## src/rtl/ir_cm_pkg.sv

```systemverilog
package ir_cm_pkg;
   // Default widths of the meter
   localparam int unsigned DEF_CNT_W = 7;
   localparam int unsigned DEF_NP_W  = 8;

   // Per-tick edge information delivered to the cycle timer
   typedef struct packed {
      logic rise;   // tick sample 1 after tick sample 0
      logic hi;     // tick sample is 1
   } edge_info_t;
endpackage

```

## src/rtl/ir_cm_sync.sv

```systemverilog
module ir_cm_sync #(
   parameter int unsigned STAGES = 0
) (
   input  logic clk_i,
   input  logic rst_ni,
   input  logic d_i,
   output logic q_o
);
   if (STAGES == 0) begin : g_pass
      assign q_o = d_i;
   end else begin : g_flops
      logic [STAGES:0] chain;
      assign chain[0] = d_i;
      for (genvar g = 0; g < STAGES; g++) begin : g_stage
         always_ff @(posedge clk_i) begin
            if (!rst_ni) chain[g+1] <= 1'b0;
            else         chain[g+1] <= chain[g];
         end
      end
      assign q_o = chain[STAGES];
   end
endmodule

```

## src/rtl/ir_cm_edge.sv

```systemverilog
module ir_cm_edge
   import ir_cm_pkg::*;
(
   input  logic       clk_i,
   input  logic       rst_ni,
   input  logic       tick_i,
   input  logic       ir_i,
   output edge_info_t edge_o
);
   logic lvl_q;

   // Level is remembered only on tick cycles
   always_ff @(posedge clk_i) begin
      if (!rst_ni)     lvl_q <= 1'b0;
      else if (tick_i) lvl_q <= ir_i;
   end

   assign edge_o.rise = tick_i & ir_i & ~lvl_q;
   assign edge_o.hi   = tick_i & ir_i;
endmodule

```

## src/rtl/ir_cm_timer.sv

```systemverilog
module ir_cm_timer
   import ir_cm_pkg::*;
#(
   parameter int unsigned CNT_W = DEF_CNT_W
) (
   input  logic             clk_i,
   input  logic             rst_ni,
   input  logic             tick_i,
   input  logic             clr_i,
   input  edge_info_t       edge_i,
   output logic             cyc_done_o,
   output logic [CNT_W-1:0] cyc_p_o,
   output logic [CNT_W-1:0] cyc_h_o
);
   localparam logic [CNT_W-1:0] CNT_MAX = '1;
   localparam logic [CNT_W-1:0] CNT_ONE = CNT_W'(1);

   logic             have_ref_q;
   logic [CNT_W-1:0] pcnt_q;
   logic [CNT_W-1:0] hcnt_q;

   always_ff @(posedge clk_i) begin
      if (!rst_ni || clr_i) begin
         have_ref_q <= 1'b0;
         pcnt_q     <= '0;
         hcnt_q     <= '0;
      end else if (edge_i.rise) begin
         have_ref_q <= 1'b1;
         pcnt_q     <= CNT_ONE;
         hcnt_q     <= CNT_ONE;
      end else if (tick_i) begin
         if (pcnt_q != CNT_MAX) pcnt_q <= pcnt_q + CNT_ONE;
         if (edge_i.hi && hcnt_q != CNT_MAX) hcnt_q <= hcnt_q + CNT_ONE;
      end
   end

   assign cyc_done_o = edge_i.rise & have_ref_q & ~clr_i;
   assign cyc_p_o    = pcnt_q;
   assign cyc_h_o    = hcnt_q;
endmodule

```

## src/rtl/ir_cm_avg.sv

```systemverilog
module ir_cm_avg #(
   parameter int unsigned CNT_W = 7,
   parameter int unsigned NP_W  = 8
) (
   input  logic             clk_i,
   input  logic             rst_ni,
   input  logic             clr_i,
   input  logic             cyc_done_i,
   input  logic [CNT_W-1:0] cyc_p_i,
   input  logic [CNT_W-1:0] cyc_h_i,
   input  logic [NP_W:0]    n_eff_i,
   input  logic             rd_i,
   output logic             lat_o,
   output logic             valid_o,
   output logic [CNT_W-1:0] prd_o,
   output logic [CNT_W-1:0] hprd_o
);
   localparam int unsigned SUM_W = CNT_W + NP_W;

   logic [SUM_W-1:0] sum_p_q, sum_h_q;
   logic [SUM_W-1:0] sum_p_nx, sum_h_nx, div;
   logic [NP_W-1:0]  ncyc_q;
   logic [NP_W:0]    ncyc_inc;
   logic             valid_q;
   logic [CNT_W-1:0] prd_q, hprd_q;

   assign sum_p_nx = sum_p_q + SUM_W'(cyc_p_i);
   assign sum_h_nx = sum_h_q + SUM_W'(cyc_h_i);
   assign ncyc_inc = {1'b0, ncyc_q} + {{NP_W{1'b0}}, 1'b1};
   assign div      = SUM_W'(n_eff_i);
   assign lat_o    = cyc_done_i & (ncyc_inc >= n_eff_i);

   always_ff @(posedge clk_i) begin
      if (!rst_ni || clr_i) begin
         sum_p_q <= '0;
         sum_h_q <= '0;
         ncyc_q  <= '0;
      end else if (lat_o) begin
         sum_p_q <= '0;
         sum_h_q <= '0;
         ncyc_q  <= '0;
      end else if (cyc_done_i) begin
         sum_p_q <= sum_p_nx;
         sum_h_q <= sum_h_nx;
         ncyc_q  <= ncyc_inc[NP_W-1:0];
      end
   end

   always_ff @(posedge clk_i) begin
      if (!rst_ni) begin
         prd_q  <= '0;
         hprd_q <= '0;
      end else if (lat_o) begin
         prd_q  <= CNT_W'(sum_p_nx / div);
         hprd_q <= CNT_W'(sum_h_nx / div);
      end
   end

   always_ff @(posedge clk_i) begin
      if (!rst_ni)    valid_q <= 1'b0;
      else if (lat_o) valid_q <= 1'b1;
      else if (rd_i)  valid_q <= 1'b0;
   end

   assign valid_o = valid_q;
   assign prd_o   = prd_q;
   assign hprd_o  = hprd_q;
endmodule

```

## src/rtl/ir_carrier_meter.sv

```systemverilog
module ir_carrier_meter
   import ir_cm_pkg::*;
#(
   parameter int unsigned   CNT_W       = DEF_CNT_W,
   parameter int unsigned   NP_W        = DEF_NP_W,
   parameter logic [NP_W-1:0] NP_RST    = NP_W'(8'h63),
   parameter int unsigned   SYNC_STAGES = 0
) (
   input  logic            clk_i,
   input  logic            rst_ni,
   input  logic            tick_i,
   input  logic            ir_i,
   input  logic            det_en_i,
   input  logic            np_we_i,
   input  logic [NP_W-1:0] np_wdata_i,
   output logic [NP_W-1:0] np_q_o,
   input  logic            rd_prd_i,
   output logic [CNT_W:0]  prd_o,
   output logic [CNT_W:0]  hprd_o
);
   if (CNT_W < 2 || CNT_W > 15) begin : g_bad_cnt_w
      $error("CNT_W must lie in 2..15");
   end
   if (NP_W < 1 || NP_W > 12) begin : g_bad_np_w
      $error("NP_W must lie in 1..12");
   end
   if (SYNC_STAGES > 3) begin : g_bad_sync
      $error("SYNC_STAGES must not exceed 3");
   end

   logic            ir_s;
   logic            clr_w;
   logic [NP_W-1:0] np_q;
   logic [NP_W:0]   n_eff;
   edge_info_t      edge_w;
   logic            cyc_done_w;
   logic [CNT_W-1:0] cyc_p_w, cyc_h_w;
   logic            lat_w;
   logic            valid_w;
   logic [CNT_W-1:0] prd_w, hprd_w;

   always_ff @(posedge clk_i) begin
      if (!rst_ni)      np_q <= NP_RST;
      else if (np_we_i) np_q <= np_wdata_i;
   end

   assign n_eff = (np_q == '0) ? {{NP_W{1'b0}}, 1'b1} : {1'b0, np_q};
   assign clr_w = ~det_en_i | np_we_i;

   ir_cm_sync #(.STAGES(SYNC_STAGES)) sync_i (
      .clk_i (clk_i),
      .rst_ni(rst_ni),
      .d_i   (ir_i),
      .q_o   (ir_s)
   );

   ir_cm_edge edge_i (
      .clk_i (clk_i),
      .rst_ni(rst_ni),
      .tick_i(tick_i),
      .ir_i  (ir_s),
      .edge_o(edge_w)
   );

   ir_cm_timer #(.CNT_W(CNT_W)) timer_i (
      .clk_i     (clk_i),
      .rst_ni    (rst_ni),
      .tick_i    (tick_i),
      .clr_i     (clr_w),
      .edge_i    (edge_w),
      .cyc_done_o(cyc_done_w),
      .cyc_p_o   (cyc_p_w),
      .cyc_h_o   (cyc_h_w)
   );

   ir_cm_avg #(.CNT_W(CNT_W), .NP_W(NP_W)) avg_i (
      .clk_i     (clk_i),
      .rst_ni    (rst_ni),
      .clr_i     (clr_w),
      .cyc_done_i(cyc_done_w),
      .cyc_p_i   (cyc_p_w),
      .cyc_h_i   (cyc_h_w),
      .n_eff_i   (n_eff),
      .rd_i      (rd_prd_i),
      .lat_o     (lat_w),
      .valid_o   (valid_w),
      .prd_o     (prd_w),
      .hprd_o    (hprd_w)
   );

   assign np_q_o = np_q;
   assign prd_o  = {valid_w, prd_w};
   assign hprd_o = {1'b0, hprd_w};
endmodule

```

## config.mk

```make
export PLATFORM = sky130hd
export DESIGN_NAME = ir_carrier_meter
export DESIGN_NICKNAME = d
export VERILOG_FILES = /design/src/rtl/ir_cm_pkg.sv /design/src/rtl/ir_cm_sync.sv /design/src/rtl/ir_cm_edge.sv /design/src/rtl/ir_cm_timer.sv /design/src/rtl/ir_cm_avg.sv /design/src/rtl/ir_carrier_meter.sv
export SDC_FILE = /design/constraint.sdc
export NUM_CORES = 1
export LEC_CHECK = 0
export BUFFER_PORTS_ARGS = -buffer_cell sky130_fd_sc_hd__buf_2
export CAP_MARGIN = 20
export CELL_PAD_IN_SITES_DETAIL_PLACEMENT = 0
export CELL_PAD_IN_SITES_GLOBAL_PLACEMENT = 1
export CORE_MARGIN = 2
export CORE_UTILIZATION = 30
export CTS_BUF_LIST = sky130_fd_sc_hd__clkbuf_8
export CTS_CLUSTER_SIZE = 40
export DETAILED_ROUTE_END_ITERATION = 16
export PLACE_DENSITY_LB_ADDON = 0.1
export RECOVER_POWER = 100
export SYNTH_ARGS = -nofsm -noshare
export SYNTH_HDL_FRONTEND = slang
export SYNTH_SLANG_ARGS = --single-unit
```

## constraint.sdc

```tcl
create_clock -name clk_i -period 51.6 [get_ports clk_i]
set_input_delay 5.16 -clock clk_i [delete_from_list [all_inputs] [get_ports clk_i]]
set_output_delay 5.16 -clock clk_i [all_outputs]
set_load 0.01 [all_outputs]
```

Word-level counts from Yosys, hierarchy flattened
Index checks and enable logic that the tools add are counted.

word-level totals
  latch bits = 0
  output and inout port bits = 24
  input bits = 15
  bits in read-only memories = 0
  word-level logic and storage cells = 55
  memories = 0
  RAM bits = 0
  register bits = 77

cells by class
  equality and inequality tests = 2
  mux-type cells = 9
  shifts and indexed selects = 0
  reduce and logical (&&, ||, !) cells = 14
  div/mod/pow operators = 2
  $add $sub $neg = 5
  bitwise gates (word level) = 9
  multipliers = 0
  order comparisons = 1

operators by type and width
  operator                                       number
  adder 15 x 7 -> 15 bit                         2
  divider 15 x 9 -> 15 bit                       2
  adder 7 x 1 -> 7 bit (second input constant)   2
  inequality test 7 bit (second input constant)  2
  adder 8 x 1 -> 9 bit (second input constant)   1
  >= comparator 9 x 8 -> 1 bit                   1
  zero test 8 bit                                1
  2-to-1 mux 1 bit                               8
  2-to-1 mux 8 bit                               1
  AND reduction 2 bit                            4
  nonzero test 2 bit                             4
  bitwise AND 1 bit                              5
  OR reduction 2 bit                             2
  inverter 1 bit                                 3
  logical AND 1 bit                              1
  zero test 1 bit                                1
  logical OR 1 bit                               1
  bitwise OR 1 bit                               1

Depth between registers and ports, before layout
  depth in word-level cells = 6
  mapped depth = 156
  gate-level depth less buffers = 147

Hierarchy
From an unflattened synthesis, not the netlist that was laid out.

second synthesis, totals
  cell total of the unflattened synthesis = 1860
  area, all modules = 14161.1 µm²

by module, submodules not included
  module            times used  area each (µm²)  cells each  sequential area each (µm²)
  ir_cm_avg         1           12939.9          1723        1061.0
  ir_cm_timer       1           807.0            91          300.3
  ir_carrier_meter  1           361.6            39          160.2
  ir_cm_edge        1           45.0             6           20.0
  ir_cm_sync        1           7.5              1           0.0

Worst setup path before layout
OpenSTA, ideal clock, no wires.

  kind = reg2reg
  start = reg np_q[1], in the netlist np_q_o[1]
  end = reg avg_i.hprd_q[0], in the netlist avg_i.hprd_o[0]
  arrival time = 28.952 ns
  path buffers = 11
  path slack = 22.521 ns
  cell stages (with the launch flop) = 147
  period minus slack after synthesis = 29.079 ns
  setup time = 0.127 ns
  path through = dfxtp_1 -> inv_1 -> and3_1 -> or2_2 -> inv_1 -> ha_1 -> and2_1 -> o41ai_1 -> inv_1 -> ha_1 -> o21a_1 -> o21ai_1 -> inv_1 -> o21ai_0 -> ha_1 -> o211ai_1 -> a2111oi_4 -> nor3b_2 -> [... 111 more ...] -> buf_6 -> nor2_1 -> a21oi_1 -> ha_1 -> a21oi_1 -> nor2b_1 -> o21ai_0 -> nand2b_1 -> a21oi_1 -> nor2b_1 -> o21ai_0 -> nand2b_1 -> a21oi_1 -> nand2_1 -> a211oi_1 -> o2111ai_1 -> a21oi_1 -> a31oi_1

between the ends
  word-level cells in the longest chain between the ends = 4
  elaborated cells between the ends (all ways) = 5

RTL lines
  element                                                                           RTL line                RTL
  start: declaration                                                                ir_carrier_meter.sv:33  logic [NP_W-1:0] np_q;
  start signal: assignment                                                          ir_carrier_meter.sv:44  else if (np_we_i) np_q <= np_wdata_i;
  zero test 8 bit                                                                   ir_carrier_meter.sv:47  assign n_eff = (np_q == '0) ? {{NP_W{1'b0}}, 1'b1} : {1'b0, np_q};
  2-to-1 mux 8 bit (*)                                                              ir_carrier_meter.sv:47
  parallel branches: the longest is 2 deep, another holds divider 15 x 9 -> 15 bit  -
  end signal: assignment                                                            ir_cm_avg.sv:55         hprd_q <= CNT_W'(sum_h_nx / div);
  end: declaration                                                                  ir_cm_avg.sv:25         logic [CNT_W-1:0] prd_q, hprd_q;

Mark *: on every way between the ends.
A chain may end at the register's enable or synchronous reset.

Worst setup path in the final report
  start = reg np_q[7], in the netlist np_q_o[7]
  end = reg avg_i.hprd_q[0], in the netlist avg_i.hprd_o[0]

Same word-level chain as after synthesis.

==> impl_metrics.csv <==
group,metric,value,unit
outcome,status,"finished, violations left",
outcome,violations,"max-capacitance violations, max-slew violations",
logic_synthesis,seq_area_frac_synth,11.37,%
clock_network,cts-buffers-inserted,9,
min_path,min_to,"avg_i.sum_p_q[6]$_SDFFE_PP0P_",
sta,hold_slack,0.4659,ns
logic_synthesis,yosysUniqueCellTypes,113,
sta,rsz0062_at_grt,"false",
clock_network,clock-sinks,77,
worst_setup_path,crit_path_top_delay_cell,"a2111oi_0",
floorplan,io_pins,39,
worst_setup_path,rrSetupSlack,14.69,ns
layout,fillers,4835,
sta,min_period,36.91,ns
placed_design,port_buffers,37,
clock_network,cts-root-buf,"clkbuf_8",
sta,slew_viol_final,79,
clock_network,cts_resized,0,
floorplan,die_w,216.6,um
worst_setup_path,cp-end-kind,"register",
logic_synthesis,netlist_area,13560,sq um
sta,hold_viol,0,
sta,finalCritPeriodShare,71.52,%
power,p_seq_share,11.6,%
detailed_routing,avgRoutedWirePerCell,17.54,um
power,power_density,36.24,nW/um^2
global_route,overflow,0,
power,power,523.2,uW
clock_network,clkLatencyLatePin,0.40,ns
min_path,hp-class,"register to register",
worst_setup_path,crit_type,"register to register",
power,switching_share,47.24,%
worst_setup_path,worst_setup_path_start_kind,"register",
logic_synthesis,synth_flop_cell,"dfxtp_1",
sta,skew,0.01206,ns
detailed_routing,drc,0,
global_route,grt_antenna_before_repair,0,
worst_setup_path,cp.arrival,37.20,ns
placed_design,place_congestion,0.8057,
logic_synthesis,synth-seq-cells,77,
min_path,hold_path.startpoint,"avg_i.sum_p_q[6]$_SDFFE_PP0P_",
run,max_cap_violations,3,
logic_synthesis,post_synth.cell_area_avg,7.630,sq um
floorplan,num_rows,77,
worst_setup_path,cp_max_fo,27,
detailed_routing,viasPerCell,5.358,
worst_setup_path,path_buf_inv,9,
detailed_routing,ant_nets,0,
layout,antenna_cells,0,
min_path,holdPathStages,2,
global_route,grt_max_degree,39,
worst_setup_path,r2r_cells,135,
worst_setup_path,cp_common_cell,"o21a_1",
layout,layout-drive-gt1-share,8.352,%
power,pwr-share-comb,78.6,%
clock_network,cts_max_path_buffers,2,
worst_setup_path,critPathLaunch,"np_q_o[7]$_SDFFE_PN0P_",
logic_synthesis,postSynthCellCount,1777,
logic_synthesis,async_reset_ff_share,0,%
detailed_routing,drtIter0Drc,606,
worst_setup_path,cp.required,51.89,ns
global_route,grt.total_usage,18.05,%
worst_setup_path,reg2reg_from,"np_q_o[7]$_SDFFE_PN0P_",
floorplan,die-area,46910,sq um
clock_network,clk_pin_slew,0.10,ns
clock_network,postCtsSetupBuffers,0,
detailed_routing,drt_pre_antenna_iters,5,
detailed_routing,drt-total-wl,41880,um
power,max-vdd-ir-drop,0.02540,mV
sta,worst_pin_slew,3.519,ns
sta,tns,0,ns
floorplan,start_util,30.53,%
sta,setup_viol,0,
worst_setup_path,r2r_end,"avg_i.hprd_o[0]$_SDFFE_PN0P_",
logic_synthesis,synth-edff-count,0,
logic_synthesis,synthesis.nets,2005,
global_route,grt_pass1_vias,12670,
layout,syn_to_final_growth,6.487,%
clock_network,cts_tree,"built",
detailed_routing,vias,12790,
floorplan,die_y,216.6,um
clock_network,hold_buffers,0,
clock_network,htree_levels,3,
power,p_int,276.0,uW
layout,fin_nets,2019,
worst_setup_path,slowest_delay,2.74,ns
sta,max_freq,27.10,MHz
worst_setup_path,path_delay_family,"compound AO/OA/AOI/OAI gates",
power,clockPowerShare,9.8,%
placed_design,dp_hpwl,32240,um
sta,slew_headroom,-140.6,%
power,power.net_switching,247.2,uW
logic_synthesis,ys_warn_count,0,
global_route,grt_pass1_wl,68300,um
floorplan,core-area,44410,sq um
power,total_leakage_power,0.006310,uW
[routing by layer]
| metal | global-route usage (%) | vias up | wire length, um |
|---|---|---|---|
| li1 | - | 6665 | - |
| met5 | 0 | - | 0 |
| met4 | 4.155 | 0 | 571 |
| met2 | 32.74 | 87 | 20610 |
| met1 | 23.17 | 6007 | 20140 |
| met3 | 1.277 | 35 | 557 |
[cell usage after synthesis (all sizes together) (7+ instances only)]
| master | count | area, sq um |
|---|---|---|
| nor2 | 226 | 867.1 |
| ha | 211 | 2640 |
| nand2 | 136 | 520.5 |
| a21oi | 118 | 601.8 |
| o21a | 93 | 698.2 |
| nor3 | 91 | 465.5 |
| dfxtp | 77 | 1541 |
| o21ai | 74 | 370.4 |
| xnor2 | 63 | 551.8 |
| mux2 | 62 | 713.2 |
| inv | 59 | 221.5 |
| a21o | 43 | 322.8 |
| xor2 | 43 | 376.6 |
| nand3 | 40 | 200.2 |
| buf | 26 | 168.9 |
| clkbuf | 26 | 97.59 |
| o31ai | 26 | 214.0 |
| or2 | 25 | 156.4 |
| a211oi | 24 | 185.2 |
| mux2i | 24 | 252.7 |
| nand2b | 23 | 143.9 |
| or3 | 20 | 130.1 |
| and2 | 18 | 115.1 |
| o211ai | 17 | 127.6 |
| nor2b | 16 | 100.1 |
| a31oi | 15 | 100.1 |
| nand4 | 15 | 100.1 |
| a2111oi | 10 | 150.1 |
| a221oi | 9 | 102.6 |
| and3 | 9 | 62.56 |
| o2111ai | 9 | 78.83 |
| o31a | 8 | 70.07 |
| nand3b | 7 | 52.55 |
| o21bai | 7 | 52.55 |
[layout make-up]
type,count,area (sq um),share of cell area [%]
multi-input combinational,1588,11460,79.38
sequential,77,1541,10.68
tap,592,740.7,5.130
timing repair buffer,55,270.3,1.872
inverter,60,225.2,1.560
clock buffer,10,137.6,0.9532
clock inverter,6,62.56,0.4333
[through the flow]
step	util, %	cells	setup WS (ns)	cell area (sq um)
after floorplan	-	1777	22.52	13560
after global placement	32.36	2372	18.38	14370
after detailed placement	32.36	2372	18.40	14370
after CTS	32.81	2388	18.27	14570
after global routing	32.51	2388	11.24	14440
final	32.51	2388	14.69	14440
[worst reg2reg max path: cells and delay by family (launching register included)]
kind                       cells  cell delay [ns]
AOI/OAI and AO/OA             78            22.37
adders and majority gates     15             4.77
buffers and inverters          9             1.37
DFF                            1             0.54
muxes                          4             1.63
and+or+nand+nor               29             6.12
[sequential cells by signal, summed over array words and instances (netlist names), 7 cells and up]
signal           flops
avg_i.sum_h_q       15
avg_i.hprd_o         7
timer_i.cyc_h_o      7
np_q_o               8
avg_i.sum_p_q       15
avg_i.ncyc_q         8
avg_i.prd_o          7
timer_i.cyc_p_o      7
[worst max path at each step]
stage,end,depth (start not counted)
finish,avg_i.hprd_o[0]$_SDFFE_PN0P_,135
global route,avg_i.hprd_o[0]$_SDFFE_PN0P_,137
CTS,avg_i.hprd_o[0]$_SDFFE_PN0P_,135
detailed placement,avg_i.hprd_o[0]$_SDFFE_PN0P_,135
global placement,avg_i.hprd_o[0]$_SDFFE_PN0P_,136
floorplan,avg_i.hprd_o[0]$_SDFFE_PN0P_,146
[power by group through the flow]
| stage | Clock (uW) | Combinational [uW] | Sequential, uW |
|---|---|---|---|
| final | 51.4 | 411 | 60.8 |
| after global routing | 56.6 | 472 | 60.9 |
| after CTS | 54.5 | 423 | 60.9 |
| after detailed placement | 0 | 418 | 62.2 |
| after global placement | 0 | 418 | 62.2 |
| after floorplan | 0 | 344 | 62.0 |
[layout by cell type (no fill, tap or decap), types with 24 or more instances in the layout]
cell | synthesis | final
o21ai_0 | 64 | 66
dfxtp_1 | 77 | 77
a21o_1 | 43 | 43
a211oi_1 | 23 | 24
nor3_1 | 89 | 89
a21oi_1 | 115 | 115
nor2_1 | 224 | 225
xor2_1 | 43 | 43
o21a_1 | 93 | 93
inv_1 | 58 | 59
nand2_1 | 134 | 135
xnor2_1 | 63 | 63
mux2_2 | 51 | 51
ha_1 | 211 | 211
o31ai_1 | 24 | 24
nand3_1 | 40 | 40
clkbuf_1 | 26 | 30
[cells by family after synthesis]
| family | after synthesis | synth area share, % |
|---|---|---|
| compound gates | 522 | 27.50 |
| xor+xnor | 106 | 6.847 |
| fa+ha+maj | 214 | 19.84 |
| buf+inv | 112 | 3.626 |
| flops | 77 | 11.37 |
| mux | 86 | 7.124 |
| other cells | 1 | 0.02766 |
| simple gates | 659 | 23.67 |
Note: power is estimated with default switching activity, not from simulation.
